File: src/rtl/clk_prescaler_pkg.sv
package clk_prescaler_pkg;

  typedef enum logic [2:0] {
    RATE_HOLD,
    RATE_SLOW,
    RATE_X1,
    RATE_X2,
    RATE_X4,
    RATE_X8,
    RATE_X16
  } rate_e;

  typedef struct packed {
    logic       ext_on;
    logic       osc_on;
    logic [1:0] drive;
    logic [2:0] sel;
  } mode_t;

endpackage

File: src/rtl/prs_rst_sync.sv
module prs_rst_sync #(
  parameter int STAGES = 2
) (
  input  logic clk_i,
  input  logic rst_ni,
  output logic rst_sync_no
);
  logic [STAGES-1:0] sync_q;
  logic [STAGES-1:0] sync_d;

  always_comb begin
    sync_d = {sync_q[STAGES-2:0], 1'b1};
  end

  always_ff @(posedge clk_i or negedge rst_ni) begin
    if (!rst_ni) sync_q <= '0;
    else         sync_q <= sync_d;
  end

  assign rst_sync_no = sync_q[STAGES-1];
endmodule

File: src/rtl/prs_mode_decode.sv
module prs_mode_decode
  import clk_prescaler_pkg::*;
#(
  parameter int CNT_W  = 13,
  parameter int MODE_W = 7
) (
  input  logic [MODE_W-1:0] mode_i,
  input  logic              force_fast_i,
  output logic [CNT_W-1:0]  step_o
);
  localparam int POS_X16  = CNT_W - 1;
  localparam int POS_X8   = CNT_W - 2;
  localparam int POS_X4   = CNT_W - 3;
  localparam int POS_X2   = CNT_W - 4;
  localparam int POS_X1   = CNT_W - 5;
  localparam int POS_SLOW = 0;

  mode_t mode;
  rate_e rate;
  logic  ext_pll;

  assign mode    = mode_t'(mode_i[6:0]);
  assign ext_pll = mode.ext_on & mode.osc_on;

  always_comb begin
    rate = RATE_HOLD;
    if (force_fast_i) begin
      rate = RATE_X16;
    end else begin
      unique case (mode.sel)
        3'b111: if (ext_pll) rate = RATE_X16;
        3'b110: if (ext_pll) rate = RATE_X8;
        3'b101: if (ext_pll) rate = RATE_X4;
        3'b100: if (ext_pll) rate = RATE_X2;
        3'b000: rate = RATE_X2;
        3'b011: if (ext_pll) rate = RATE_X1;
        3'b010: if (mode.osc_on) rate = RATE_X1;
        3'b001: rate = RATE_SLOW;
        default: rate = RATE_HOLD;
      endcase
    end
  end

  always_comb begin
    step_o = '0;
    unique case (rate)
      RATE_X16: step_o[POS_X16]  = 1'b1;
      RATE_X8:  step_o[POS_X8]   = 1'b1;
      RATE_X4:  step_o[POS_X4]   = 1'b1;
      RATE_X2:  step_o[POS_X2]   = 1'b1;
      RATE_X1:  step_o[POS_X1]   = 1'b1;
      RATE_SLOW: step_o[POS_SLOW] = 1'b1;
      default:  step_o = '0;
    endcase
  end
endmodule

File: src/rtl/prs_step_counter.sv
module prs_step_counter #(
  parameter int CNT_W = 13
) (
  input  logic             clk_i,
  input  logic             rst_ni,
  input  logic [CNT_W-1:0] step_i,
  output logic [CNT_W-1:0] cnt_o
);
  logic [CNT_W-1:0] cnt_q;
  logic [CNT_W-1:0] cnt_d;
  logic             cnt_en;

  always_comb begin
    cnt_en = |step_i;
    cnt_d  = cnt_q + step_i;
  end

  always_ff @(posedge clk_i or negedge rst_ni) begin
    if (!rst_ni)     cnt_q <= '0;
    else if (cnt_en) cnt_q <= cnt_d;
  end

  assign cnt_o = cnt_q;
endmodule

File: src/rtl/prs_tap_reg.sv
module prs_tap_reg #(
  parameter int CNT_W  = 13,
  parameter int N_TAPS = 2
) (
  input  logic              clk_i,
  input  logic              rst_ni,
  input  logic [CNT_W-1:0]  cnt_i,
  output logic [N_TAPS-1:0] tap_o
);
  localparam int TAP_LO = CNT_W - N_TAPS;

  for (genvar t = 0; t < N_TAPS; t++) begin : g_tap
    logic tap_q;
    logic tap_d;

    always_comb tap_d = cnt_i[TAP_LO + t];

    always_ff @(posedge clk_i or negedge rst_ni) begin
      if (!rst_ni) tap_q <= 1'b0;
      else         tap_q <= tap_d;
    end

    assign tap_o[t] = tap_q;
  end
endmodule

File: src/rtl/clk_prescaler.sv
module clk_prescaler #(
  parameter int CNT_W  = 13,
  parameter int MODE_W = 7
) (
  input  logic              clk_i,
  input  logic              rst_ni,
  input  logic              force_fast_i,
  input  logic [MODE_W-1:0] mode_i,
  output logic              pll_clk_o,
  output logic              core_clk_o,
  output logic [CNT_W-1:0]  count_o
);
  localparam int N_TAPS = 2;

  logic              rst_sync_n;
  logic [CNT_W-1:0]  step;
  logic [CNT_W-1:0]  cnt;
  logic [N_TAPS-1:0] taps;

  prs_rst_sync #(.STAGES(2)) u_rst (
    .clk_i      (clk_i),
    .rst_ni     (rst_ni),
    .rst_sync_no(rst_sync_n)
  );

  prs_mode_decode #(.CNT_W(CNT_W), .MODE_W(MODE_W)) u_dec (
    .mode_i      (mode_i),
    .force_fast_i(force_fast_i),
    .step_o      (step)
  );

  prs_step_counter #(.CNT_W(CNT_W)) u_cnt (
    .clk_i (clk_i),
    .rst_ni(rst_sync_n),
    .step_i(step),
    .cnt_o (cnt)
  );

  prs_tap_reg #(.CNT_W(CNT_W), .N_TAPS(N_TAPS)) u_tap (
    .clk_i (clk_i),
    .rst_ni(rst_sync_n),
    .cnt_i (cnt),
    .tap_o (taps)
  );

  assign pll_clk_o  = taps[0];
  assign core_clk_o = taps[1];
  assign count_o    = cnt;
endmodule

File: config.mk
export PLATFORM = sky130hd
export DESIGN_NAME = clk_prescaler
export DESIGN_NICKNAME = d
export VERILOG_FILES = /design/src/rtl/clk_prescaler_pkg.sv /design/src/rtl/prs_rst_sync.sv /design/src/rtl/prs_mode_decode.sv /design/src/rtl/prs_step_counter.sv /design/src/rtl/prs_tap_reg.sv /design/src/rtl/clk_prescaler.sv
export SDC_FILE = /design/constraint.sdc
export NUM_CORES = 1
export LEC_CHECK = 0
export ABC_AREA = 1
export BUFFER_PORTS_ARGS = -buffer_cell sky130_fd_sc_hd__buf_2
export CORE_UTILIZATION = 35
export CTS_CLUSTER_SIZE = 8
export DETAILED_ROUTE_END_ITERATION = 10
export SLEW_MARGIN = 20
export SYNTH_ARGS = -nofsm -noshare
export SYNTH_HDL_FRONTEND = slang
export SYNTH_SLANG_ARGS = --single-unit
File: constraint.sdc
create_clock -name clk_i -period 0.8 [get_ports clk_i]
set_input_delay 0.16 -clock clk_i [delete_from_list [all_inputs] [get_ports clk_i]]
set_output_delay 0.16 -clock clk_i [all_outputs]
set_load 0.01 [all_outputs]
-- Word level (Yosys, flattened, before mapping)
Index checks and enable logic that the tools add are counted.
- magnitude comparators: 0
- reductions and logical operators: 2
- bitwise logic cells: 1
- mux-type cells: 14
- div/mod/pow operators: 0
- eq/ne operators: 13
- shift-type cells: 0
- add/sub/neg operators: 1
- $mul: 0
- operators by type and width (operator ; number):
    one-hot mux 3 bit (8 select lines) ; 1
    equality test 3 bit, second input constant ; 7
    adder 13 bit ; 1
    equality test 3 x 2 -> 1 bit, second input constant ; 4
    two-way mux 3 bit ; 4
    equality test 3 x 1 -> 1 bit, second input constant ; 2
    two-way mux 1 bit ; 6
    two-way mux 2 bit ; 3
    OR reduction 6 bit ; 1
    zero test 3 bit ; 1
    AND 1 bit ; 1
- memory bits (writable): 0
- logic and storage cells: 35
- output and inout bits: 15
- ROM bits: 0
- memories kept: 0
- register bits after elaboration: 17
- latch bits: 0
- input port bits: 10

-- Logic depth before layout (Yosys ltp)
- word-level depth: 7
- depth in mapped cells: 18
- gate-level depth less buffers: 18

-- By module
Synthesis repeated with hierarchy kept, for this count alone.
- cells, all modules: 246
- area, all modules: 1641.6 um2
- by module, submodules not included (module ; cells each ; seq. area each (um2) ; area an instance (um2) ; times used):
    prs_step_counter ; 199 ; 325.3 ; 1302.5 ; 1
    prs_mode_decode ; 40 ; 0.0 ; 220.2 ; 1
    prs_tap_reg ; 4 ; 50.0 ; 65.1 ; 1
    prs_rst_sync ; 3 ; 50.0 ; 53.8 ; 1

-- Worst setup path after synthesis
OpenSTA, ideal clock, no wires.
- path type: input to register
- from: in mode_i[0]
- to: reg u_cnt.cnt_q[12] (netlist: u_cnt.cnt_o[12])
- path slack: -0.987 ns
- arrival: 1.670 ns
- data required time: 0.683 ns
- stages: 16
- library setup time: 0.117 ns
- cell sequence: nor2_1 > nand2_1 > nand3_1 > inv_1 > nand2_1 > nor2_1 > ha_1 > ha_1 > nand2_1 > nor2_1 > nand3_1 > nand2_1 > nand4_1 > nand3_1 > nand2_1 > nand2_1
- word-level cells in the longest chain between the ends: 6
- RTL lines (item ; RTL line ; source):
    start: declaration ; clk_prescaler.sv:8 ; input logic [MODE_W-1:0] mode_i,
    equality test 3 x 1 -> 1 bit, or another cell as far along ; prs_mode_decode.sv:30 ; unique case (mode.sel)
    one-hot mux 3 bit (8 select lines) (*) ; prs_mode_decode.sv:30 ;
    two-way mux 3 bit (*) ; prs_mode_decode.sv:27 ; if (force_fast_i) begin
    equality test 3 x 1 -> 1 bit, or another cell as far along ; prs_mode_decode.sv:46 ; unique case (rate)
    two-way mux 1 bit ; prs_mode_decode.sv:46 ;
    adder 13 bit or OR reduction 6 bit (tied branches) ; prs_step_counter.sv:15, prs_step_counter.sv:14 ;
    end signal: assignment ; prs_step_counter.sv:20 ; else if (cnt_en) cnt_q <= cnt_d;
    end: declaration ; prs_step_counter.sv:9 ; logic [CNT_W-1:0] cnt_q;
Mark *: on every way between the ends. The rest lies on a longest branch, timed or not.
A chain may end at the register's enable or synchronous reset.

-- Worst setup path after layout
Ends and elaborated chain as after synthesis.

==> summary.txt <==
mean instance size in the synthesized netlist -> 7.74 um2
CTS tree -> yes
placed cell area -> 1630 um2
number of global-route vias before repair -> 1276
Synth cell types -> 29
highest ir drop seen on vdd -> 0.00167 V
clock sink total -> 17
leading post-synthesis cells by instance count -> 44 x sky130_fd_sc_hd__nand2_1, 19 x sky130_fd_sc_hd__inv_1, 17 x sky130_fd_sc_hd__dfrtp_1, 17 x sky130_fd_sc_hd__nor2_1, 9 x sky130_fd_sc_hd__nand3_1
die area -> 3480 um2
met2 track utilization from global routing -> 0.414
final hold slack -> 0.149 ns
met1 GRT Util -> 0.267
synthesized netlist cell count -> 147
unrepaired setup endpoints after global routing -> true
kind of critical path -> primary input to flop
number of failing setup endpoints in the final timing report -> 28
Total Routed Length -> 3810 um
clock tree skew after final layout -> 0.0150 ns
fraction of synthesized cell area taken by the top area cell type -> 0.374
Detailed Routing Iterations Pass 1 -> 4
placed wire-length estimate after detailed placement -> 2260 um
antenna violations before repair -> 0
prevailing post-synth register cell -> sky130_fd_sc_hd__dfrtp_1
Design Power -> 4850 uW
number of top-level design ports -> 25
crit share post-route -> 2.16
floorplan row count -> 20
Max-Cap Viols -> 0
leading cell types by total area after synthesis -> sky130_fd_sc_hd__dfrtp_1 37%, sky130_fd_sc_hd__nand2_1 15%, sky130_fd_sc_hd__ha_1 6.6%
cell with the most instances after synthesis -> sky130_fd_sc_hd__nand2_1
result of the run -> complete, but fails checks
proportion of layout cells with a drive suffix above 1 -> 0.595
TritonCTS buffer count -> 3
worst hold path type -> primary input to asynchronous set/reset pin
number of max-slew violations in the final report -> 0
Max Buffers Root-to-Sink -> 2
gpl congestion -> 0.836
later-pin clock latency in the skew report -> 0.31 ns
Max Clock Freq -> 578 MHz
cell taking the most area after synthesis -> sky130_fd_sc_hd__dfrtp_1
Nets -> 244
root buffer cell -> sky130_fd_sc_hd__clkbuf_4
clock-pin slew reported for the worst setup and hold paths after clock tree synthesis -> 0.12 ns
violated checks -> negative setup slack
Design Area, Final -> 2120 um2
wire length of the first global-routing pass -> 5800 um
flip-flop and latch count after synthesis -> 17
die width -> 59.0 um
gr ovfl total -> 0
Pwr Density -> 2290 nW/um2
Die H -> 59.0 um
final routed DRC violation total -> 0
count of flip-flops with a built-in enable after synthesis -> 0
setup slack after placement -> -1.27 ns
Starting DRT DRC Count -> 29
Worst EP required -> 1.01 ns
post-DR vias/cell -> 4.80
critical-path maximum fanout -> 4
number of hold violations in the final report -> 0
Global Route met3 Usage -> 0.0502
number of nets produced by synthesis -> 163
endpoint kind of the worst setup timing path -> flop
data arrival at the endpoint of the critical path -> 1.95 ns
Most Used Layer, Global Route -> met2
vias -> 1302
Synth async-reset ratio -> 1.00
remaining antenna violation count -> 0
Global Route Usage Sum -> 0.228
ANT cells -> 0
Critical Path Source -> mode_i[0]
placeable core region -> 3080 um2
startpoint kind of the worst setup timing path -> primary input
source of the worst register-to-register timing path -> u_cnt.cnt_o[9]$_DFFE_PN0P_
Static Leakage -> 0.00105 uW
post-synthesis to final-layout area growth -> 86.2%
minimum clock period -> 1.73 ns
average wire length per cell after detail routing -> 14.0 um
initial cell density of the core -> 0.370
H-tree levels -> 1
fraction of the yosys area taken by sequential cells -> 0.374
Post-Syn Area -> 1140 um2
largest net degree at the start of global routing -> 16
warning count from the yosys run -> 0
PortBufs -> 22
Worst Setup Slack, final -> -0.931 ns
power by group:
part	internal, uW	leakage (uW)	switching [uW]
Clock	191	0.0000139	307
Combinational	1660	0.000825	1250
Sequential	1140	0.000206	299
Total	2990	0.00105	1860
worst max-delay path, stage by stage:
cell,delay (ns)
sky130_fd_sc_hd__buf_8,0.11
sky130_fd_sc_hd__nand2_4,0.07
sky130_fd_sc_hd__nor2_4,0.04
sky130_fd_sc_hd__nor2_4,0.12
sky130_fd_sc_hd__nand3_2,0.09
sky130_fd_sc_hd__buf_4,0.16
sky130_fd_sc_hd__nand2_2,0.08
sky130_fd_sc_hd__nor2_2,0.07
sky130_fd_sc_hd__ha_4,0.29
sky130_fd_sc_hd__nand2_1,0.08
sky130_fd_sc_hd__nor2_2,0.17
sky130_fd_sc_hd__nand3_2,0.10
sky130_fd_sc_hd__nand2_2,0.10
sky130_fd_sc_hd__inv_1,0.05
sky130_fd_sc_hd__nand2_1,0.07
sky130_fd_sc_hd__nand3_1,0.06
sky130_fd_sc_hd__nand2_1,0.06
sky130_fd_sc_hd__nand2_1,0.05
through the flow:
step,util,setup TNS (ns),cells
global placement,0.528,-12.26,251
finish,0.688,-13.42,271
detailed placement,0.528,-13.42,251
CTS,0.641,-12.78,267
global route,0.688,-14.84,271
floorplan,-,-8.78,147
state kept, by name, summed over array words and instances, names as in the netlist:
register,flops
u_cnt.cnt_o,13
u_rst.sync_q,2
u_tap.g_tap.tap_q,2
timing repair:
item / in CTS / in global routing
gates resized for setup: 55 / 30
hold endpoints to repair: 2 / 0
endpoints found under the setup margin: 28 / 28
buffers inserted: 12 / 5
hold buffers: 1 / 0
pin swaps: 28 / 19
area by class of cell:
cell class | count | area [um2]
Fill cell | 222 | 960
Multi-Input combinational cell | 108 | 833
Timing Repair Buffer | 77 | 688
Sequential cell | 17 | 428
Inverter | 21 | 83.8
Tap cell | 44 | 55.1
Clock buffer | 3 | 22.5
Clock inverter | 1 | 7.51
metal layers:
layer	wire (um)	vias to the layer above
met5	0	-
met4	113	0
met3	183	10
met2	2000	43
met1	1520	626
li1	-	623
logic make-up after synthesis:
group           after synthesis  synth area share
fa+ha+maj                     6            0.0660
xor+xnor                      6            0.0528
flops                        17             0.374
simple gates                 82             0.343
other cells                   1           0.00330
buf+inv                      22            0.0847
compound gates               13            0.0759
layout by cell type, fill, tap and decap left out, types with 5 or more instances in the layout:
master	instances
sky130_fd_sc_hd__buf_6	28
sky130_fd_sc_hd__nor2_4	6
sky130_fd_sc_hd__inv_1	15
sky130_fd_sc_hd__buf_4	37
sky130_fd_sc_hd__nand2_2	7
sky130_fd_sc_hd__nand2_4	5
sky130_fd_sc_hd__nand2_1	32
sky130_fd_sc_hd__nor2_1	6
sky130_fd_sc_hd__buf_2	8
sky130_fd_sc_hd__dfrtp_1	15
sky130_fd_sc_hd__nand3_1	6
sky130_fd_sc_hd__nor2_2	7
final timing paths:
| path | endpoint | slack (ns) | cells after the start |
|---|---|---|---|
| min reg2reg | u_tap.g_tap[1].tap_q$_DFF_PN0_ | 0.19 | 1 |
| min in group clk_i | u_rst.sync_q[1]$_DFF_PN0_ | 0.38 | 0 |
| max | u_cnt.cnt_o[12]$_DFFE_PN0P_ | -0.93 | 18 |
| max reg2reg | u_cnt.cnt_o[12]$_DFFE_PN0P_ | -0.83 | 10 |
| min | u_rst.sync_q[0]$_DFF_PN0_ | 0.15 | 2 |
| max in group asynchronous | u_cnt.cnt_o[11]$_DFFE_PN0P_ | 0.41 | 1 |
Note: power is estimated with default switching activity, not from simulation.
